File: config.mk
export PLATFORM = sky130hd
export DESIGN_NAME = lsu_lane_align
export DESIGN_NICKNAME = d
export VERILOG_FILES = /design/src/rtl/lsu_lane_pkg.sv /design/src/rtl/lsu_align_check.sv /design/src/rtl/lsu_store_lane.sv /design/src/rtl/lsu_load_extract.sv /design/src/rtl/lsu_lane_align.sv
export SDC_FILE = /design/constraint.sdc
export NUM_CORES = 1
export LEC_CHECK = 0
export CORE_MARGIN = 4
export CORE_UTILIZATION = 29
export DETAILED_ROUTE_END_ITERATION = 10
export GPL_ROUTABILITY_DRIVEN = 1
export PLACE_DENSITY = 0.95
export SKIP_CTS_REPAIR_TIMING = 1
export SYNTH_ARGS = -nofsm -noshare
export SYNTH_HDL_FRONTEND = slang
export SYNTH_SLANG_ARGS = --single-unit
File: constraint.sdc
create_clock -name clk -period 4.05 [get_ports clk]
set_clock_uncertainty 0.15 [all_clocks]
set_input_delay 0.405 -clock clk [delete_from_list [all_inputs] [get_ports clk]]
set_output_delay 0.405 -clock clk [all_outputs]
set_load 0.02 [all_outputs]
File: src/rtl/lsu_lane_pkg.sv
// Shared types for the load-store lane alignment unit.
// Assumes a 4-byte word; the size code selects 1, 2 or 4 bytes.
package lsu_lane_pkg;

    typedef enum logic [1:0] {
        SZ_BYTE = 2'd0,
        SZ_HALF = 2'd1,
        SZ_WORD = 2'd2,
        SZ_RSVD = 2'd3
    } acc_size_e;

    localparam int BYTE_W = 8;
    localparam int HALF_W = 16;

endpackage

File: src/rtl/lsu_align_check.sv
// Alignment checker: flags an access whose byte offset is not a multiple
// of its size, and treats the reserved size code as always misaligned.
// Assumes OFF_W >= 2 (at least a 4-byte word).
module lsu_align_check
    import lsu_lane_pkg::*;
#(
    parameter int OFF_W = 2
) (
    input  logic             valid,
    input  acc_size_e        size,
    input  logic [OFF_W-1:0] off,
    output logic             misalign
);

    logic bad;

    // Decide whether the offset suits the access size.
    always_comb begin
        case (size)
            SZ_BYTE: bad = 1'b0;
            SZ_HALF: bad = off[0];
            SZ_WORD: bad = |off;
            default: bad = 1'b1;
        endcase
    end

    assign misalign = valid & bad;

endmodule

File: src/rtl/lsu_store_lane.sv
// Store lane steering: computes per-lane write enables from size and offset
// and replicates the low byte or halfword of the source onto every lane.
// Assumes the caller gates `en` with alignment; OFF_W >= 2.
module lsu_store_lane
    import lsu_lane_pkg::*;
#(
    parameter int DATA_W = 32,
    parameter int LANES  = DATA_W / BYTE_W,
    parameter int OFF_W  = $clog2(LANES)
) (
    input  logic              en,
    input  acc_size_e         size,
    input  logic [OFF_W-1:0]  off,
    input  logic [DATA_W-1:0] src,
    output logic [LANES-1:0]  be,
    output logic [DATA_W-1:0] wdata
);

    for (genvar i = 0; i < LANES; i++) begin : g_lane
        localparam logic [OFF_W-1:0] IDX = OFF_W'(i);
        logic              hit;
        logic [BYTE_W-1:0] lane;

        // Decide whether this lane belongs to the access.
        always_comb begin
            case (size)
                SZ_BYTE: hit = (off == IDX);
                SZ_HALF: hit = (off[OFF_W-1:1] == IDX[OFF_W-1:1]);
                SZ_WORD: hit = 1'b1;
                default: hit = 1'b0;
            endcase
        end

        // Pick which source byte this lane carries.
        always_comb begin
            case (size)
                SZ_BYTE: lane = src[BYTE_W-1:0];
                SZ_HALF: lane = src[BYTE_W*(i%2) +: BYTE_W];
                default: lane = src[BYTE_W*i +: BYTE_W];
            endcase
        end

        assign be[i]                    = en & hit;
        assign wdata[BYTE_W*i +: BYTE_W] = lane;
    end

endmodule

File: src/rtl/lsu_load_extract.sv
// Load extraction: shifts the addressed lanes of the read word down to
// bit 0 and sign- or zero-extends a byte or halfword to the full width.
// Assumes the offset is already known to be aligned.
module lsu_load_extract
    import lsu_lane_pkg::*;
#(
    parameter int DATA_W = 32,
    parameter int LANES  = DATA_W / BYTE_W,
    parameter int OFF_W  = $clog2(LANES)
) (
    input  acc_size_e         size,
    input  logic [OFF_W-1:0]  off,
    input  logic              zext,
    input  logic [DATA_W-1:0] rdata,
    output logic [DATA_W-1:0] data
);

    logic [DATA_W-1:0] shifted;
    logic              fill_b;
    logic              fill_h;

    assign shifted = rdata >> {off, 3'b000};
    assign fill_b  = ~zext & shifted[BYTE_W-1];
    assign fill_h  = ~zext & shifted[HALF_W-1];

    // Extend the selected item to the register width.
    always_comb begin
        case (size)
            SZ_BYTE: data = {{(DATA_W-BYTE_W){fill_b}}, shifted[BYTE_W-1:0]};
            SZ_HALF: data = {{(DATA_W-HALF_W){fill_h}}, shifted[HALF_W-1:0]};
            default: data = shifted;
        endcase
    end

endmodule

File: src/rtl/lsu_lane_align.sv
// Top of the load-store lane alignment unit. Requests are steered to the
// word-wide memory in the same cycle; the load context is registered so that
// the word returned one cycle later can be extracted and extended.
// Assumes a memory with exactly one cycle of read latency.
module lsu_lane_align
    import lsu_lane_pkg::*;
#(
    parameter int ADDR_W = 32,
    parameter int DATA_W = 32
) (
    input  logic                               clk,
    input  logic                               rst_n,
    input  logic                               req_valid,
    input  logic                               req_store,
    input  logic [1:0]                         req_size,
    input  logic                               req_unsigned,
    input  logic [ADDR_W-1:0]                  req_addr,
    input  logic [DATA_W-1:0]                  req_wdata,
    output logic                               misalign,
    output logic                               mem_req,
    output logic                               mem_we,
    output logic [ADDR_W-$clog2(DATA_W/8)-1:0] mem_word_addr,
    output logic [DATA_W/8-1:0]                mem_be,
    output logic [DATA_W-1:0]                  mem_wdata,
    input  logic [DATA_W-1:0]                  mem_rdata,
    output logic                               ld_valid,
    output logic [DATA_W-1:0]                  ld_data
);

    localparam int LANES = DATA_W / BYTE_W;
    localparam int OFF_W = $clog2(LANES);

    acc_size_e        size_in;
    logic [OFF_W-1:0] off_in;
    logic             load_go;

    acc_size_e        ctx_size;
    logic [OFF_W-1:0] ctx_off;
    logic             ctx_zext;

    assign size_in = acc_size_e'(req_size);
    assign off_in  = req_addr[OFF_W-1:0];

    lsu_align_check #(.OFF_W(OFF_W)) u_align (
        .valid    (req_valid),
        .size     (size_in),
        .off      (off_in),
        .misalign (misalign)
    );

    assign mem_req       = req_valid & ~misalign;
    assign mem_we        = mem_req & req_store;
    assign mem_word_addr = req_addr[ADDR_W-1:OFF_W];
    assign load_go       = mem_req & ~req_store;

    lsu_store_lane #(.DATA_W(DATA_W)) u_store (
        .en    (mem_we),
        .size  (size_in),
        .off   (off_in),
        .src   (req_wdata),
        .be    (mem_be),
        .wdata (mem_wdata)
    );

    // Hold the load context until the read word returns.
    always_ff @(posedge clk) begin
        if (!rst_n) begin
            ld_valid <= 1'b0;
            ctx_size <= SZ_WORD;
            ctx_off  <= '0;
            ctx_zext <= 1'b0;
        end else begin
            ld_valid <= load_go;
            if (load_go) begin
                ctx_size <= size_in;
                ctx_off  <= off_in;
                ctx_zext <= req_unsigned;
            end
        end
    end

    lsu_load_extract #(.DATA_W(DATA_W)) u_load (
        .size  (ctx_size),
        .off   (ctx_off),
        .zext  (ctx_zext),
        .rdata (mem_rdata),
        .data  (ld_data)
    );

endmodule

* Word level (Yosys, flattened, before mapping)
Cells that the tools add are included.
Word-level totals: bits in registers 6, input port bits 103, output and inout port bits 102, word-level logic and storage cells 39
Cells by class: equal/unequal tests 6, shift operators 1, mux-type cells 9, bitwise gates (word level) 14, reduce and logical (&&, ||, !) cells 5
Operators with widths (number):
- $pmux 32 s2 | 1
- $shr 32x5->32 | 1
- $mux 8 | 2
- $pmux 8 s2 | 1
- $pmux 1 s3 | 5
- $and 1x1->1 | 10
- $eq 2x1->1 const B | 3
- $eq 2x2->1 const B | 3
- $logic_not 2->1 | 3
- $not 1->1 | 4
- $reduce_or 2->1 | 2

* Longest topological paths before layout
depth in word-level cells 7, depth in mapped cells 6, depth with buffers taken out 4

* Cells and area by module
From an unflattened synthesis, not the netlist that was laid out.
Unflattened totals: cells, all modules 228, area total of the unflattened synthesis 1752.9 um2
By module, submodules not included:
- lsu_load_extract | times used 1, cells each 103, area each 768.2 um2, seq. area each 0.0 um2
- lsu_lane_align | times used 1, cells each 56, area each 484.2 um2, seq. area each 120.1 um2
- lsu_store_lane | times used 1, cells each 66, area each 484.2 um2, seq. area each 0.0 um2
- lsu_align_check | times used 1, cells each 3, area each 16.3 um2, seq. area each 0.0 um2

* Worst setup path before layout
Ideal clock, no wire load.
kind input port to output port, start input req_size[0], end output mem_be[0], arrival 1709 ps, required time 3495 ps, path slack 1786 ps, stages 2, path buffers 1, cells stage by stage buf_2 a2111oi_0
Between the ends: cells in the longest elaborated chain, start to end 7, elaborated cells on any way between the ends 10, those cells by class 2 x eq/ne; 2 x mux; 5 x bitwise; 1 x reduce/logical
RTL lines:
- start, declared | line lsu_lane_align.sv:15 | input logic [1:0] req_size,
- $eq 2x2->1, or another cell as far along | line lsu_align_check.sv:19, lsu_store_lane.sv:26
- $pmux 1 s3 | line lsu_align_check.sv:19 | case (size)
- $and 1x1->1 | line lsu_align_check.sv:27 | assign misalign = valid & bad;
- $not 1->1 | line lsu_lane_align.sv:51 | assign mem_req = req_valid & ~misalign;
- $and 1x1->1 | line lsu_lane_align.sv:51
- $and 1x1->1 | line lsu_lane_align.sv:52 | assign mem_we = mem_req & req_store;
- $and 1x1->1 (*) | line lsu_store_lane.sv:43 | assign be[i] = en & hit;
- end, declared | line lsu_lane_align.sv:23 | output logic [DATA_W/8-1:0] mem_be,
Every way passes the cells marked *; elsewhere a longest branch is shown, timed or not.

* Worst setup path after layout
start register ctx_off[0], end output ld_data[16]
Between the ends: cells in the longest elaborated chain, start to end 3, elaborated cells on any way between the ends 4, those cells by class 1 x shift; 1 x mux; 2 x bitwise
RTL lines:
- start, declared | line lsu_lane_align.sv:38 | logic [OFF_W-1:0] ctx_off;
- start signal, assigned | line lsu_lane_align.sv:76 | ctx_off <= off_in;
- $shr 32x5->32 (*) | line lsu_load_extract.sv:22 | assign shifted = rdata >> {off, 3'b000};
- $and 1x1->1 (on tied branches) | line lsu_load_extract.sv:24, lsu_load_extract.sv:23
- $pmux 32 s2 (*) | line lsu_load_extract.sv:28 | case (size)
- end, declared | line lsu_lane_align.sv:27 | output logic [DATA_W-1:0] ld_data
Marked as above.

==> qor.csv <==
metric,value,unit
cp-start-kind,register,
synth_xor_area_share,1.049,%
critPathMaxFanout,24,
ir_drop,0.08628,mV
period_minus_slack,3.325,ns
gr-total-overflow,0,
path_cells,"buf_4, nand2b_4, a311oi_2, o211ai_2, o21ai_0, clkdlybuf4s50_1",
vias_per_cell,4.998,
crit_family,buffers and inverters,
clock_path_buffers,2,
drive_above_1_share,9.009,%
route.vias.total,2024,
avgSynthCellArea,6.989,um^2
cp_data_required_time,3.49,ns
final_net_count,438,
antenna_cells,0,
end_kind,output port,
die_x,83.90,um
final_core_util,52.06,%
hold_viol_final,0,
grt_pass1_vias,2213,
cts-root-buf,clkbuf_8,
die_y,83.90,um
finalSetupViolCount,0,
ys_ff_latch,6,
netlist_instances,239,
track_usage,17.35,%
first_pass_iters,4,
crit_slowest_cell,dfxtp_1,
fin_total_pwr,565.8,uW
leakage,0.001075,uW
drv_slew,0,
syn_area,0.001670,mm^2
place.gp.congestion,0.9733,
setup.worst_path.class,register to output port,
p_comb_share,72.2,%
timing.fmax,0.3007,GHz
seq_power_share,12.0,%
cp_num_buf_inv,2,
max-slew-margin-rel,28.25,%
route.detailed.drc,0,
synth_simple_gate_area_share,20.97,%
ys_warn_count,0,
port_buffers,144,
critical-path-max-stage-delay,0.66,ns
seq_area_frac_synth,7.191,%
numClockSinks,6,
synth_top_family_by_area,multiplexers,
clk-insertion-delay-late,0.22,ns
clk_pin_slew_worst_paths,0.04,ns
numCtsBuffers,3,
final.setup.tns,0,ns
cts_max_level,1,
first_iter_violations,47,
synthMuxAreaShare,27.57,%
hp-class,register to register,
io-pin-count,205,
die-area,0.007038,mm^2
p_clk_share,15.7,%
dpl-instance-area,0.002843,mm^2
regArea,120.1,um^2
multi_input_area,0.001157,mm^2
max-cap-violations,0,
rows,27,
dp_hpwl,5.284,mm
pwr_density_cell,196.2,mW/mm^2
tightest_slew,1.075,ns
fin_crit_sh,82.11,%
critPathArrivalTime,2.77,ns
yosysUniqueCellTypes,32,
grt_pass1_wl,10.24,mm
syn-num-nets,342,
synth_compound_area_share,19.70,%
p_int,340.9,uW
outcome,completed,
fillers,496,
p_sw,224.9,uW
synthAdderAreaFrac,0,%
core-area,0.005540,mm^2
grt_setup_unrepaired,false,
swShare,39.75,%
synthToLayoutAreaGrowth,72.66,%
grt_antenna_before_repair,0,
route.final.wire_length,6.474,mm
cts_tree,built,
wire_per_inst,15.99,um
finalInstanceArea,0.002884,mm^2
start_util,30.15,%
ant_nets,0,
grt_max_degree,30,
==> flip-flops by register name, summed over array words and instances (netlist names) <==
name and flops:
ld_valid 1, ctx_zext 1, ctx_off 2, ctx_size 2
==> worst register-to-register path: cells and delay by family, from the launching register on <==
family / cells / cell delay [ns]
and+or+nand+nor: 1 / 0.12
AOI/OAI and AO/OA: 1 / 0.11
buffers and inverters: 1 / 0.40
DFF: 1 / 0.66
==> synthesized netlist by cell type <==
cell / number / area [um^2]
nand2b_4: 1 / 13.76
o21ai_0: 19 / 95.09
buf_6: 2 / 22.52
o211ai_2: 1 / 12.51
nand2_1: 30 / 112.6
mux2_2: 16 / 180.2
mux2i_1: 28 / 280.3
buf_4: 38 / 285.3
clkbuf_1: 4 / 15.01
a31oi_1: 1 / 6.260
nand3_1: 4 / 20.02
a21boi_2: 1 / 11.26
xor2_1: 1 / 8.760
nand3b_1: 1 / 7.510
nor4_1: 1 / 6.260
nor2_1: 23 / 86.33
o21ai_2: 2 / 17.52
a311oi_2: 1 / 15.01
and2_1: 1 / 6.260
nor2b_1: 10 / 62.56
nand2b_2: 1 / 8.760
nor2_2: 1 / 6.260
buf_1: 1 / 3.750
xnor2_1: 1 / 8.760
dfxtp_1: 6 / 120.1
inv_1: 3 / 11.26
a211oi_1: 14 / 105.1
buf_2: 11 / 55.05
a21oi_1: 10 / 50.05
o211ai_1: 1 / 7.510
a2111oi_0: 1 / 8.760
nor3_1: 4 / 20.02
==> cell usage in the layout, fill, tap and decap left out <==
master and instances:
a211oi_1 14, nor2_1 23, xnor2_1 1, clkdlybuf4s50_1 144, dfxtp_1 6, nand2b_2 1, nand2_1 30, o211ai_2 1
a21oi_1 10, mux2i_1 28, a2111oi_0 1, a31oi_1 1, clkbuf_8 3, and2_1 1, buf_4 3, a311oi_2 1
nor3_1 4, o211ai_1 1, inv_1 3, nor2_2 1, o21ai_2 2, xor2_1 1, nor4_1 1, nand3b_1 1
nand2b_4 1, mux2_2 16, nor2b_1 10, nand3_1 4, o21ai_0 19, a21boi_2 1
==> layout make-up <==
cell class	instances	area share, %
inverter	3	0.3905
timing repair buffer	147	50.76
multi-input combinational	174	40.13
tap	72	3.124
sequential	6	4.165
clock buffer	3	1.432
==> per-layer routing <==
metal	part of all wire (%)	vias up	track usage, %
li1	-	984	-
met1	38	901	18.08
met2	48	124	30.30
met3	12	15	7.108
met4	2.9	0	7.895
met5	0	-	0
==> power groups by stage <==
stage / Clock (uW) / Combinational [uW] / Sequential, uW
2_1_floorplan: 0 / 242 / 64.6
3_5_place_dp: 0 / 409 / 68.8
4_1_cts: 91.7 / 411 / 67.9
5_1_grt: 95.0 / 435 / 68.6
3_3_place_gp: 0 / 404 / 68.7
6_report: 89.0 / 409 / 68.0
==> final timing paths <==
check | from | end | slack [ns] | depth (start not counted)
max | ctx_off[0] | ld_data[16] | 0.72 | 6
min | ctx_zext | ctx_zext | 0.35 | 2
min reg2reg | ctx_zext | ctx_zext | 0.35 | 2
max reg2reg | ctx_off[0] | ctx_off[0] | 2.53 | 3
==> per-stage QoR <==
step	hold slack, ns	worst slack [ns]	cells
floorplan	0.3227	1.786	239
global placement	0.3509	0.9894	402
detailed placement	0.3495	0.9280	402
CTS	0.3557	0.7398	405
global route	0.4056	0.5817	405
finish	0.3482	0.7246	405
==> cell families (layout without fill, tap and decap cells) <==
logic type,Yosys count,after routing
XOR/XNOR,2,2
multiplexers,44,44
AND/OR/NAND/NOR,77,77
buffers and inverters,59,153
flip-flops,6,6
AO/OA/AOI/OAI,51,51
(Power assumes the default switching activity.)
